<file path="src/rtl/fpc_pkg.sv">
package fpc_pkg;
    // Default field widths of the compressed code
    localparam int FPC_EXP_W = 3;
    localparam int FPC_MAN_W = 5;

    // Input width that exactly fills the exponent range
    function automatic int fpc_in_width(input int exp_w, input int man_w);
        return (1 << exp_w) + man_w;
    endfunction
endpackage

</file>
<file path="src/rtl/fpc_magnitude.sv">
module fpc_magnitude #(
    parameter int IN_W = 13
) (
    input  logic [IN_W-1:0] sample_i,
    output logic            neg_o,
    output logic [IN_W-1:0] mag_o
);
    localparam logic [IN_W-1:0] ONE     = {{(IN_W-1){1'b0}}, 1'b1};
    localparam logic [IN_W-1:0] MOST_NEG = {1'b1, {(IN_W-1){1'b0}}};

    typedef struct packed {
        logic            neg;
        logic [IN_W-1:0] mag;
    } mag_t;

    mag_t mag_d;

    always_comb begin
        mag_d.neg = sample_i[IN_W-1];
        mag_d.mag = mag_d.neg ? (~sample_i + ONE) : sample_i;
    end

    assign neg_o = mag_d.neg;
    assign mag_o = mag_d.mag;

    // Top magnitude bit only for the most negative input
    always_comb begin
        assert_mag_top_R2: assert (!mag_o[IN_W-1] || sample_i == MOST_NEG)
            else $error("magnitude top bit set for a non-extreme input");
    end
endmodule

</file>
<file path="src/rtl/fpc_lead_find.sv">
module fpc_lead_find #(
    parameter int MAG_W = 13,
    parameter int POS_W = $clog2(MAG_W)
) (
    input  logic [MAG_W-1:0] mag_i,
    output logic [POS_W-1:0] pos_o,
    output logic             nz_o
);
    logic [MAG_W-1:0] hit;

    // One-hot mark of the leading one
    genvar gi;
    generate
        for (gi = 0; gi < MAG_W; gi++) begin : g_hit
            if (gi == MAG_W - 1) begin : g_top
                assign hit[gi] = mag_i[gi];
            end else begin : g_low
                assign hit[gi] = mag_i[gi] & ~(|mag_i[MAG_W-1:gi+1]);
            end
        end
    endgenerate

    always_comb begin
        pos_o = '0;
        for (int k = 0; k < MAG_W; k++) begin
            if (hit[k]) pos_o = pos_o | POS_W'(k);
        end
        nz_o = |hit;
    end

    always_comb begin
        assert_single_lead_R3: assert ($onehot0(hit))
            else $error("more than one leading-one mark");
        assert_nonzero_R3: assert (nz_o == (mag_i != '0))
            else $error("leading-one presence disagrees with magnitude");
    end
endmodule

</file>
<file path="src/rtl/fpc_align.sv">
module fpc_align #(
    parameter int MAG_W = 13,
    parameter int POS_W = 4,
    parameter int EXP_W = 3,
    parameter int MAN_W = 5
) (
    input  logic [MAG_W-1:0] mag_i,
    input  logic [POS_W-1:0] pos_i,
    input  logic             nz_i,
    output logic [EXP_W:0]   exp_raw_o,
    output logic [MAN_W-1:0] mant_o,
    output logic             rbit_o
);
    localparam int EW1 = EXP_W + 1;

    typedef struct packed {
        logic [EXP_W:0]   expo;
        logic [MAG_W-1:0] shifted;
        logic [MAG_W-1:0] below;
    } align_t;

    align_t al_d;

    always_comb begin
        if (nz_i && int'(pos_i) >= MAN_W)
            al_d.expo = EW1'(int'(pos_i) - (MAN_W - 1));
        else
            al_d.expo = '0;
        al_d.shifted = mag_i >> al_d.expo;
        al_d.below   = (al_d.expo != '0) ? (mag_i >> (al_d.expo - 1'b1)) : '0;
    end

    assign exp_raw_o = al_d.expo;
    assign mant_o    = al_d.shifted[MAN_W-1:0];
    assign rbit_o    = al_d.below[0];

    always_comb begin
        assert_lead_bit_R4: assert (exp_raw_o == '0 || mant_o[MAN_W-1])
            else $error("significand not normalised at nonzero exponent");
        assert_no_round_at_zero_R4: assert (exp_raw_o != '0 || !rbit_o)
            else $error("round bit raised at exponent zero");
    end
endmodule

</file>
<file path="src/rtl/fpc_round.sv">
module fpc_round #(
    parameter int EXP_W = 3,
    parameter int MAN_W = 5
) (
    input  logic [EXP_W:0]   exp_raw_i,
    input  logic [MAN_W-1:0] mant_i,
    input  logic             rbit_i,
    output logic [EXP_W-1:0] exp_o,
    output logic [MAN_W-1:0] mant_o
);
    localparam logic [EXP_W:0]   EXP_MAX  = {1'b0, {EXP_W{1'b1}}};
    localparam logic [MAN_W-1:0] MAN_HALF = {1'b1, {(MAN_W-1){1'b0}}};
    localparam logic [MAN_W:0]   RB_ZERO  = '0;

    typedef struct packed {
        logic [MAN_W:0] sum;
        logic           carry;
        logic [EXP_W:0] expo;
        logic [MAN_W-1:0] mant;
        logic           sat;
    } rnd_t;

    rnd_t rnd_d;

    always_comb begin
        rnd_d.sum   = {1'b0, mant_i} + (RB_ZERO | (MAN_W+1)'(rbit_i));
        rnd_d.carry = rnd_d.sum[MAN_W];
        if (rnd_d.carry) begin
            rnd_d.mant = MAN_HALF;
            rnd_d.expo = exp_raw_i + 1'b1;
        end else begin
            rnd_d.mant = rnd_d.sum[MAN_W-1:0];
            rnd_d.expo = exp_raw_i;
        end
        rnd_d.sat = rnd_d.expo > EXP_MAX;
        if (rnd_d.sat) begin
            exp_o  = '1;
            mant_o = '1;
        end else begin
            exp_o  = rnd_d.expo[EXP_W-1:0];
            mant_o = rnd_d.mant;
        end
    end

    always_comb begin
        assert_trunc_R5: assert (rbit_i || exp_raw_i > EXP_MAX ||
                                 (mant_o == mant_i && {1'b0, exp_o} == exp_raw_i))
            else $error("code changed without a round bit");
        assert_renorm_R6: assert (!(mant_i == '1 && rbit_i) || mant_o == MAN_HALF ||
                                  (exp_o == '1 && mant_o == '1))
            else $error("carry out not renormalised");
        assert_sat_R7: assert (exp_raw_i < EXP_MAX || !(mant_i == '1 && rbit_i) ||
                               (exp_o == '1 && mant_o == '1))
            else $error("exponent overflow not saturated");
    end
endmodule

</file>
<file path="src/rtl/fpc_compress.sv">
module fpc_compress
    import fpc_pkg::*;
#(
    parameter int EXP_W = FPC_EXP_W,
    parameter int MAN_W = FPC_MAN_W,
    parameter int IN_W  = fpc_in_width(EXP_W, MAN_W)
) (
    input  logic [IN_W-1:0]  sample_i,
    output logic             sign_o,
    output logic [EXP_W-1:0] expo_o,
    output logic [MAN_W-1:0] mant_o
);
    localparam int MAG_W = IN_W;
    localparam int POS_W = $clog2(MAG_W);

    logic             neg;
    logic [MAG_W-1:0] mag;
    logic [POS_W-1:0] pos;
    logic             nz;
    logic [EXP_W:0]   exp_raw;
    logic [MAN_W-1:0] mant_raw;
    logic             rbit;

    fpc_magnitude #(.IN_W(IN_W)) u_mag (
        .sample_i (sample_i),
        .neg_o    (neg),
        .mag_o    (mag)
    );

    fpc_lead_find #(.MAG_W(MAG_W), .POS_W(POS_W)) u_lead (
        .mag_i (mag),
        .pos_o (pos),
        .nz_o  (nz)
    );

    fpc_align #(.MAG_W(MAG_W), .POS_W(POS_W), .EXP_W(EXP_W), .MAN_W(MAN_W)) u_align (
        .mag_i     (mag),
        .pos_i     (pos),
        .nz_i      (nz),
        .exp_raw_o (exp_raw),
        .mant_o    (mant_raw),
        .rbit_o    (rbit)
    );

    fpc_round #(.EXP_W(EXP_W), .MAN_W(MAN_W)) u_round (
        .exp_raw_i (exp_raw),
        .mant_i    (mant_raw),
        .rbit_i    (rbit),
        .exp_o     (expo_o),
        .mant_o    (mant_o)
    );

    assign sign_o = neg;

    always_comb begin
        assert_zero_code_R1: assert (sample_i != '0 ||
                                     (!sign_o && expo_o == '0 && mant_o == '0))
            else $error("zero input gave nonzero code");
        assert_extreme_neg_R2: assert (!mag[MAG_W-1] ||
                                       (sign_o && expo_o == '1 && mant_o == '1))
            else $error("most negative input not saturated");
    end
endmodule

</file>
<file path="config.mk">
export PLATFORM = sky130hd
export DESIGN_NAME = fpc_compress
export DESIGN_NICKNAME = d
export VERILOG_FILES = /design/src/rtl/fpc_pkg.sv /design/src/rtl/fpc_magnitude.sv /design/src/rtl/fpc_lead_find.sv /design/src/rtl/fpc_align.sv /design/src/rtl/fpc_round.sv /design/src/rtl/fpc_compress.sv
export SDC_FILE = /design/constraint.sdc
export NUM_CORES = 1
export LEC_CHECK = 0
export ABC_CLOCK_PERIOD_IN_PS = 5600
export CAP_MARGIN = 10
export CORE_MARGIN = 2
export CORE_UTILIZATION = 40
export DETAILED_ROUTE_END_ITERATION = 7
export DONT_BUFFER_PORTS = 1
export PLACE_DENSITY_LB_ADDON = 0.12
export SLEW_MARGIN = 20
export SYNTH_ARGS = -nofsm -noshare
export SYNTH_HDL_FRONTEND = slang
export SYNTH_HIERARCHICAL = 1
export SYNTH_SLANG_ARGS = --single-unit
</file>
<file path="constraint.sdc">
create_clock -name vclk -period 5.6
set_input_delay 0.28 -clock vclk [all_inputs]
set_output_delay 0.28 -clock vclk [all_outputs]
set_load 0.005 [all_outputs]
</file>
==> run metrics <==
Crit path arrival time around 5 ns; FP Rows 21; Critical Path Source sample_i[3]; DRC viols 0; sequential-to-total area share from yosys stat 0%; area leader, netlist mux2i_1; post-synthesis average cell area 7.50 um^2; Final ANT Viol Nets 0; Power Dens Cells 195 nW/um^2; Setup WS post-layout 0.173 ns; worst-path maximum fanout 6; n_diodes 0; most frequent cells after synthesis 20 x mux2i_1, 13 x xnor2_1, 11 x nand2_1; area grow syn2layout 13.5%; first-pass GRT wire length between 6000 and 7000 um; Overflow after GRT 0; worst slew pin tran 0.664 ns; total nets after synthesis 200; port buffer count 0; Routed wire per std cell 16.5 um; status completed; Initial Utilization between 40% and 50%; layout net count 208; DRT Wirelength 3810 um; # IOs 22; largest net degree at the start of global routing 15; final period utilization 96.9%; DIE WIDTH 61.9 um; DP Worst Slack 0.0392 ns; FMAX 184 MHz; Pre-antenna DRT Iters 4; Die Y-Extent 61.9 um; via/cell ratio roughly 6.3; Post-Syn Area 1340 um^2; CLK BUF 0; fin crit period 5.43 ns; Core Area 3280 um^2; Pleak about 0.60 nW; Max-Cap Viols 0; Critical Path RT roughly 5.3 ns; largest cells by area after synthesis mux2i_1 15%, xnor2_1 8.5%, ha_1 7.5%; Slew headroom 55.3%; initial antenna violation count 0; Max rail drop VDD ~0.000066 V; # hold bufs at CTS 0; seq_cells 0; overall routing resource usage 20.6%; proportion of layout cells with a drive suffix above 1 22.7%; gp weighted congestion 0.882; fillers 340; crit end category output pin; synth warn 6; Yosys top cell area share approximately 15%; total number of vias 1449; count leader, synth mux2i_1; Syn Inst Count 179; HPWL after DPL 3010 um; Worst Min Path Start sample_i[12]; die area between 3000 and 4000 um^2; Pins Over Slew Limit 0; hold slack 0.560 ns; final hold violation count 0; Reg area 0 um^2; Netlist cell types between 50 and 60; Starting DRT DRC Count 53; Final setup viols 0; vias in the first global route ~1400; Hold Crit Class input pin to output pin; Worst setup SP type input pin; CP Class input pin to output pin
[cells in the final DEF, fill, tap and decap left out, types with 2 or more instances in the layout]
master / instances
xnor2_1: 12
inv_1: 8
a41oi_1: 2
a211oi_1: 5
or4_4: 2
o31ai_1: 4
o21ai_1: 4
a21oi_1: 3
and3_1: 3
mux4_2: 2
nor3_1: 3
nor4_1: 2
and4_1: 2
nor2_1: 7
nor3_2: 2
buf_4: 15
nand3_1: 10
nand2_1: 11
o22ai_1: 5
nand4_1: 3
a31oi_1: 4
ha_4: 2
mux2_2: 2
mux2i_1: 20
o31ai_2: 2
o21ai_0: 7
or3_1: 4
nand2b_1: 5
ha_1: 5
or4_1: 2
[worst max-delay path, cell delays in order]
cell	delay, ns
or4_4	0.56
o41ai_4	0.40
xnor2_2	0.15
or4_4	0.58
or4_1	0.48
o22ai_4	0.21
o211ai_4	0.16
ha_4	0.34
mux4_2	0.48
mux2_2	0.28
mux2i_1	0.14
o22ai_1	0.12
ha_2	0.23
ha_1	0.23
xor2_1	0.17
a211oi_1	0.24
nor3_1	0.10
[metrics by stage]
step	TNS (ns)	cell area (um^2)	power, mW	std cells	util, %
after CTS	0	1450	0.286	228	44.2
after global placement	0	1450	0.278	228	44.2
after global routing	-0.0359	1520	0.325	231	46.4
after detailed placement	0	1450	0.285	228	44.2
after floorplan	0	1360	0.224	179	-
final	0	1520	0.297	231	46.4
[final timing paths]
kind / to / slack (ns) / depth (start not counted)
worst max-delay path: mant_o[2] / 0.17 / 17
worst min-delay path: sign_o / 0.56 / 0
[cell type report]
cell class         instances  area [um^2]  area share (%)
well taps                 46         57.6            3.78
multi-input cells        159         1310            86.0
repair buffers            15          113            7.39
inverters                 11         43.8            2.87
[cell families after synthesis]
family	Yosys count	share of synthesized area, %
AOI/OAI and AO/OA	49	28.1
muxes	25	21.1
and+or+nand+nor	63	27.0
xor gates and xnor gates	14	9.13
adders and majority gates	8	7.46
buffers and inverters	20	7.27
[routing by layer]
metal  up-vias  track usage, %  routed length [um]
li1        712               -                   -
met1       700            23.0                1570
met2        35            41.5                2070
met3         2            1.04                 131
met4         0            5.78                  29
met5         -               0                   0
[timing repair]
item	in CTS	in global routing
endpoints found under the setup margin	0	8
buffers inserted	0	3
gates resized for setup	0	11
[power by group]
part           internal, mW  switching [mW]  total [mW]
combinational         0.133           0.164       0.297
clock                     0               0           0
sequential                0               0           0
total                 0.133           0.164       0.297
Note: power is estimated with default switching activity, not from simulation.
